$ cat src/rtl/gis_pkg.sv
package gis_pkg;

  // Edge qualifier: dual-edge overrides polarity.
  function automatic logic edge_match(input logic both, input logic pol,
                                      input logic rise, input logic fall);
    return both ? (rise | fall) : (pol ? rise : fall);
  endfunction

  // Level qualifier: polarity selects the active level.
  function automatic logic level_match(input logic pol, input logic pin);
    return pol ? pin : ~pin;
  endfunction

  // Next status: an edge event beats a clear, a level hit does not.
  function automatic logic next_status(input logic cur, input logic clr,
                                       input logic e_hit, input logic l_hit);
    return e_hit | ((l_hit | cur) & ~clr);
  endfunction

endpackage

$ cat src/rtl/gis_edge_detect.sv
module gis_edge_detect #(
  parameter int PINS = 32
) (
  input  logic            clk,
  input  logic            rst_n,
  input  logic [PINS-1:0] pin_in,
  output logic [PINS-1:0] rise,
  output logic [PINS-1:0] fall
);

  logic [PINS-1:0] prev_q;
  logic            primed_q;

  always_ff @(posedge clk or negedge rst_n) begin
    if (!rst_n) begin
      prev_q   <= '0;
      primed_q <= 1'b0;
    end else begin
      prev_q   <= pin_in;
      primed_q <= 1'b1;
    end
  end

  // No transition is reported until one real sample has been taken.
  assign rise = {PINS{primed_q}} &  pin_in & ~prev_q;
  assign fall = {PINS{primed_q}} & ~pin_in &  prev_q;

endmodule

$ cat src/rtl/gis_sense_sel.sv
module gis_sense_sel
  import gis_pkg::*;
#(
  parameter int PINS = 32
) (
  input  logic [PINS-1:0] pin_in,
  input  logic [PINS-1:0] rise,
  input  logic [PINS-1:0] fall,
  input  logic [PINS-1:0] cfg_level,
  input  logic [PINS-1:0] cfg_both,
  input  logic [PINS-1:0] cfg_pol,
  output logic [PINS-1:0] edge_evt,
  output logic [PINS-1:0] level_evt
);

  for (genvar g = 0; g < PINS; g++) begin : g_pin
    assign edge_evt[g]  = ~cfg_level[g] &
                          edge_match(cfg_both[g], cfg_pol[g], rise[g], fall[g]);
    assign level_evt[g] =  cfg_level[g] & level_match(cfg_pol[g], pin_in[g]);
  end

endmodule

$ cat src/rtl/gis_status_bank.sv
module gis_status_bank
  import gis_pkg::*;
#(
  parameter int PINS = 32
) (
  input  logic            clk,
  input  logic            rst_n,
  input  logic [PINS-1:0] edge_evt,
  input  logic [PINS-1:0] level_evt,
  input  logic [PINS-1:0] clr_w1c,
  input  logic [PINS-1:0] irq_en,
  output logic [PINS-1:0] raw_status,
  output logic [PINS-1:0] masked_status,
  output logic            irq_out
);

  logic [PINS-1:0] stat_q;
  logic            irq_q;

  for (genvar g = 0; g < PINS; g++) begin : g_stat
    always_ff @(posedge clk or negedge rst_n) begin
      if (!rst_n) stat_q[g] <= 1'b0;
      else        stat_q[g] <= next_status(stat_q[g], clr_w1c[g],
                                           edge_evt[g], level_evt[g]);
    end
  end

  assign raw_status    = stat_q;
  assign masked_status = stat_q & irq_en;

  always_ff @(posedge clk or negedge rst_n) begin
    if (!rst_n) irq_q <= 1'b0;
    else        irq_q <= |masked_status;
  end

  assign irq_out = irq_q;

endmodule

$ cat src/rtl/gpio_irq_sense.sv
module gpio_irq_sense #(
  parameter int PINS = 32
) (
  input  logic            clk,
  input  logic            rst_n,
  input  logic [PINS-1:0] pin_in,
  input  logic [PINS-1:0] cfg_level,
  input  logic [PINS-1:0] cfg_both,
  input  logic [PINS-1:0] cfg_pol,
  input  logic [PINS-1:0] irq_en,
  input  logic [PINS-1:0] clr_w1c,
  output logic [PINS-1:0] raw_status,
  output logic [PINS-1:0] masked_status,
  output logic            irq_out
);

  logic [PINS-1:0] rise;
  logic [PINS-1:0] fall;
  logic [PINS-1:0] edge_evt;
  logic [PINS-1:0] level_evt;

  gis_edge_detect #(.PINS(PINS)) u_edge (
    .clk    (clk),
    .rst_n  (rst_n),
    .pin_in (pin_in),
    .rise   (rise),
    .fall   (fall)
  );

  gis_sense_sel #(.PINS(PINS)) u_sel (
    .pin_in    (pin_in),
    .rise      (rise),
    .fall      (fall),
    .cfg_level (cfg_level),
    .cfg_both  (cfg_both),
    .cfg_pol   (cfg_pol),
    .edge_evt  (edge_evt),
    .level_evt (level_evt)
  );

  gis_status_bank #(.PINS(PINS)) u_bank (
    .clk           (clk),
    .rst_n         (rst_n),
    .edge_evt      (edge_evt),
    .level_evt     (level_evt),
    .clr_w1c       (clr_w1c),
    .irq_en        (irq_en),
    .raw_status    (raw_status),
    .masked_status (masked_status),
    .irq_out       (irq_out)
  );

endmodule

$ cat config.mk
export PLATFORM = sky130hd
export DESIGN_NAME = gpio_irq_sense
export DESIGN_NICKNAME = d
export VERILOG_FILES = /design/src/rtl/gis_pkg.sv /design/src/rtl/gis_edge_detect.sv /design/src/rtl/gis_sense_sel.sv /design/src/rtl/gis_status_bank.sv /design/src/rtl/gpio_irq_sense.sv
export SDC_FILE = /design/constraint.sdc
export NUM_CORES = 1
export LEC_CHECK = 0
export BUFFER_PORTS_ARGS = -buffer_cell sky130_fd_sc_hd__buf_2
export CAP_MARGIN = 25
export CORE_MARGIN = 3
export CORE_UTILIZATION = 35
export CTS_BUF_LIST = sky130_fd_sc_hd__clkbuf_4
export DETAILED_ROUTE_END_ITERATION = 8
export GPL_TIMING_DRIVEN = 1
export PLACE_DENSITY_LB_ADDON = 0.12
export SYNTH_ARGS = -nofsm -noshare
export SYNTH_HDL_FRONTEND = slang
export SYNTH_HIERARCHICAL = 1
export SYNTH_SLANG_ARGS = --single-unit
$ cat constraint.sdc
create_clock -name clk -period 2.5 [get_ports clk]
set_input_delay 0.375 -clock clk [delete_from_list [all_inputs] [get_ports clk]]
set_output_delay 0.375 -clock clk [all_outputs]
set_load 0.02 [all_outputs]
Yosys cells after proc, flatten, opt, wreduce, memory -nomap -nowiden
Index checks and enable logic that the tools add are counted.

Muxes and demuxes: 96. Bitwise operators: 295. Reductions and logical operators: 1.

Operator list (count): AND 32 bit (5); AND 1 bit (96); 2-to-1 mux 1 bit (96); inverter 1 bit (96); OR 1 bit (96); inverter 32 bit (2); OR reduction 32 bit (1).

Register bits: 66. Logic and storage cells: 427.

Depth between registers and ports, before layout
Word-level depth: 7. Gate-level depth with buffers: 6. Mapped depth without buffers: 4.

Cells and area by module
Netlist, hierarchy kept.

By module, submodules not included: gis_edge_detect (instances 1, cells an instance 105, area an instance 1496.4 µm²); gis_status_bank (instances 1, cells an instance 142, area an instance 1483.9 µm²); gis_sense_sel (instances 1, cells an instance 192, area an instance 1241.2 µm²).

Worst setup path after synthesis
Ideal clock, no wire load.

Kind: register -> register. Start point: register u_bank.stat_q[23], in the netlist u_bank/raw_status[23]. End point: register u_bank.irq_q, in the netlist u_bank/irq_out. Arrival: 2.099 ns. Required time: 2.361 ns. Setup slack: 0.263 ns. Cell stages (with the launch flop): 5. Path through: dfrtp_1 -> and2_1 -> or4_1 -> or4_1 -> or4_1.

Word-level cells in the longest chain between the ends: 2.

RTL lines: from (decl) (RTL line gis_status_bank.sv:17) `logic [PINS-1:0] stat_q;`; from (signal, indexed assignment) (RTL line gis_status_bank.sv:23) `else stat_q[g] <= next_status(stat_q[g], clr_w1c[g],`; AND 32 bit (RTL line gis_status_bank.sv:29) `assign masked_status = stat_q & irq_en;`; named net masked_status[23] (RTL line gpio_irq_sense.sv:13) `output logic [PINS-1:0] masked_status,`; OR reduction 32 bit (RTL line gis_status_bank.sv:33) `else irq_q <= |masked_status;`; to (signal assigned) (RTL line gis_status_bank.sv:33); to (decl) (RTL line gis_status_bank.sv:18) `logic irq_q;`.

The timed path passes the listed nets, and every way through them passes these cells.

Worst setup path after layout
Start point: register u_bank.stat_q[11], in the netlist u_bank/raw_status[11]. End point: register u_bank.irq_q, in the netlist u_bank/irq_out.

Word-level cells in the longest chain between the ends: 2.

RTL lines (RTL line): AND 32 bit (gis_status_bank.sv:29); OR reduction 32 bit (gis_status_bank.sv:33).

No other way between the ends.

==> results.toml <==
[run_status]
outcome = "complete, no violations"

[clock_tree]
cts_root_buf = "clkbuf_4"
clockBufferDepth = 2
htree_levels = 3
clk-insertion-delay-late_ps = 420
post_cts_buffers = 0
clock-sinks = 66
tritoncts = "yes"
cts.reportedPaths.clkPinSlew_ps = 110
numCtsBuffers = 9

[critical_path]
end_kind = "register"
crit_path_start_kind = "register"
cp.arrival_ps = 2550
crit_type = "reg2reg"
worstPathMaxFanout = 3
critPathSlowestCell = "or4_1"
critical_path.most_common_cell = "or4_1"
crit_chain = "and2_4 > or4_1 > or4_1 > or4_1"
slowest_delay_ps = 560
worstPathRequired_ps = 2800

[sta]
fmax_mhz = 445
rsz0062_at_grt = "no"
drv_slew = 0
holdWs_ps = 95.7
min_period_ps = 2250
period_share_pct = 89.9
clock_skew_ps = 14.4
finalSetupTns_ps = 0
finalHoldViolations = 0
finalSetupViolCount = 0

[route]
dr.pass1.iters = 4
num_vias = 4150
drtIter0Drc = 76
drc_errors = 0
postRouteAntennaNets = 0
wire_per_inst_microns = 14.2
vias_per_cell = 4.88
drt-total-wl_microns = 12100

[place]
io_buffers = 258
hpwl_microns = 9860
gp_congestion = 0.793
dp.cells = 835

[global_route]
grt_max_degree = 67
grt_pass1_vias = 4141
grt_antenna_before_repair = 0
grt_pass1_wl_microns = 18900
overflow = 0
track_usage_pct = 17.8

[synthesis]
yosysTopAreaCellShare_pct = 39.1
netlist_top_cells_count = "66 x dfrtp_1, 62 x and2_1, 60 x and3b_1"
syn_area_sq_mm = 0.00422
synth_edf_count = 0
yosysMostFrequentCell = "dfrtp_1"
synth.distinct_cells = 17
synth-seq-area-share_pct = 39.1
synth-seq-cells = 66
ys.flop_type = "dfrtp_1"
synthTopCellsByArea = "dfrtp_1 39%, and3b_1 12%, and2_1 9.2%"
postSynthCellCount = 439
synth_top_area_cell = "dfrtp_1"
synth.yosys.warnings = 6
async_reset_ff_share_pct = 100
syn_nets = 633
avgSynthCellArea_sq_um = 9.62

[power_and_ir_drop]
leakage_nw = 2.97
p_per_area_mw_per_mm2 = 456
ir_drop_mv = 0.220

[die]
io_pins = 259
die_area_sq_mm = 0.0134
die_w_microns = 116
die_y_microns = 116
core_area_sq_mm = 0.0116
row_count = 39
start_util_pct = 36.3

[cells_and_area]
multiInputGateArea_sq_mm = 0.00235
drive_above_1_share_pct = 40.2
antenna_cells = 0
syn2layout_area_growth_pct = 36.0
fillCellCount = 1140
layout.cells.non_filler = 850
nNetsFinal = 898
seq_area_sq_mm = 0.00165

[hold_path]
hp-class = "in2reg"

[run]
max_cap_violations = 0
[report_power, final]
part | switching, mW | internal [mW] | leakage, nW | total (mW)
registers | 0.0625 | 1.15 | 0.798 | 1.22
logic | 0.411 | 0.374 | 2.11 | 0.784
clock network | 0.379 | 0.237 | 0.0614 | 0.616
total | 0.852 | 1.77 | 2.97 | 2.62
[registers in the layout, indices dropped and copies added (netlist names)]
| name | count |
|---|---|
| u_edge/prev_q | 32 |
| u_edge/primed_q | 1 |
| u_bank/irq_out | 1 |
| u_bank/raw_status | 32 |
[cells in the final DEF (no fill, tap or decap)]
master,instances
buf_2,258
dfrtp_1,65
and2_1,62
and3b_1,60
nor2_1,32
o21bai_1,32
inv_1,32
o21ai_1,32
nor3b_1,32
a211oi_1,32
xnor2_1,32
clkbuf_4,13
or4_1,9
or2_2,4
and3b_2,4
buf_12,2
and2_4,2
clkinv_1,1
dlygate4sd3_1,1
dfrtp_2,1
conb_1,1
[area by class of cell]
type / instances / share of cell area, %
Tap cell: 143 / 3.12
Timing Repair Buffer: 261 / 23.4
Clock buffer: 13 / 1.70
Clock inverter: 1 / 0.0654
Inverter: 32 / 2.09
Multi-Input combinational cell: 334 / 40.9
Sequential cell: 66 / 28.8
[through the flow]
| step | power (mW) | setup WS (ps) | area [sq um] | utilization [%] |
|---|---|---|---|---|
| floorplan | 1.65 | 263 | 4220 | - |
| global placement | 2.01 | 222 | 5630 | 48.5 |
| detailed placement | 2.03 | 186 | 5630 | 48.5 |
| CTS | 2.67 | 222 | 5740 | 49.5 |
| global route | 2.79 | 174 | 5740 | 49.5 |
| finish | 2.62 | 252 | 5740 | 49.5 |
[cell families (layout without fill, tap and decap cells)]
group	after synthesis	count (layout)	share of synthesized area (%)
and+or+nand+nor	205	205	33.7
AOI/OAI and AO/OA	96	96	15.2
DFF	66	66	39.1
buffers and inverters	39	307	5.25
xor gates and xnor gates	32	32	6.64
other	1	1	0.0888
[repair_timing]
action | 4_1_cts | 5_1_grt
hold endpoints to repair | 66 | 0
hold buffers | 1 | 0
resized for setup | 0 | 0
[routing by layer]
metal  routed length (microns)  vias up  GRT usage [%]
li1                          -     2066              -
met3                       931       16           4.44
met4                       238        0           7.66
met1                      4830     1906           19.9
met5                         0        -              0
met2                      6060      162           32.2
[path summary, 6_finish.rpt]
path                                        from               endpoint  slack [ps]  cells past startpoint
min reg2reg                u_bank/raw_status[13]  u_bank/raw_status[13]         560                      2
max reg2reg                u_bank/raw_status[11]         u_bank/irq_out         250                      4
min in group asynchronous                  rst_n  u_bank/raw_status[19]         490                      3
min                                   pin_in[27]      u_edge/prev_q[27]         100                      1
max in group asynchronous                  rst_n       u_edge/prev_q[7]        1680                      3
max                        u_bank/raw_status[11]         u_bank/irq_out         250                      4
[worst max-delay path: cells and delay by family, from the launching register on]
kind,cells,cell delay [ps]
flops,1,410
simple gates,4,1730
Power figures use the tool's default switching activity.
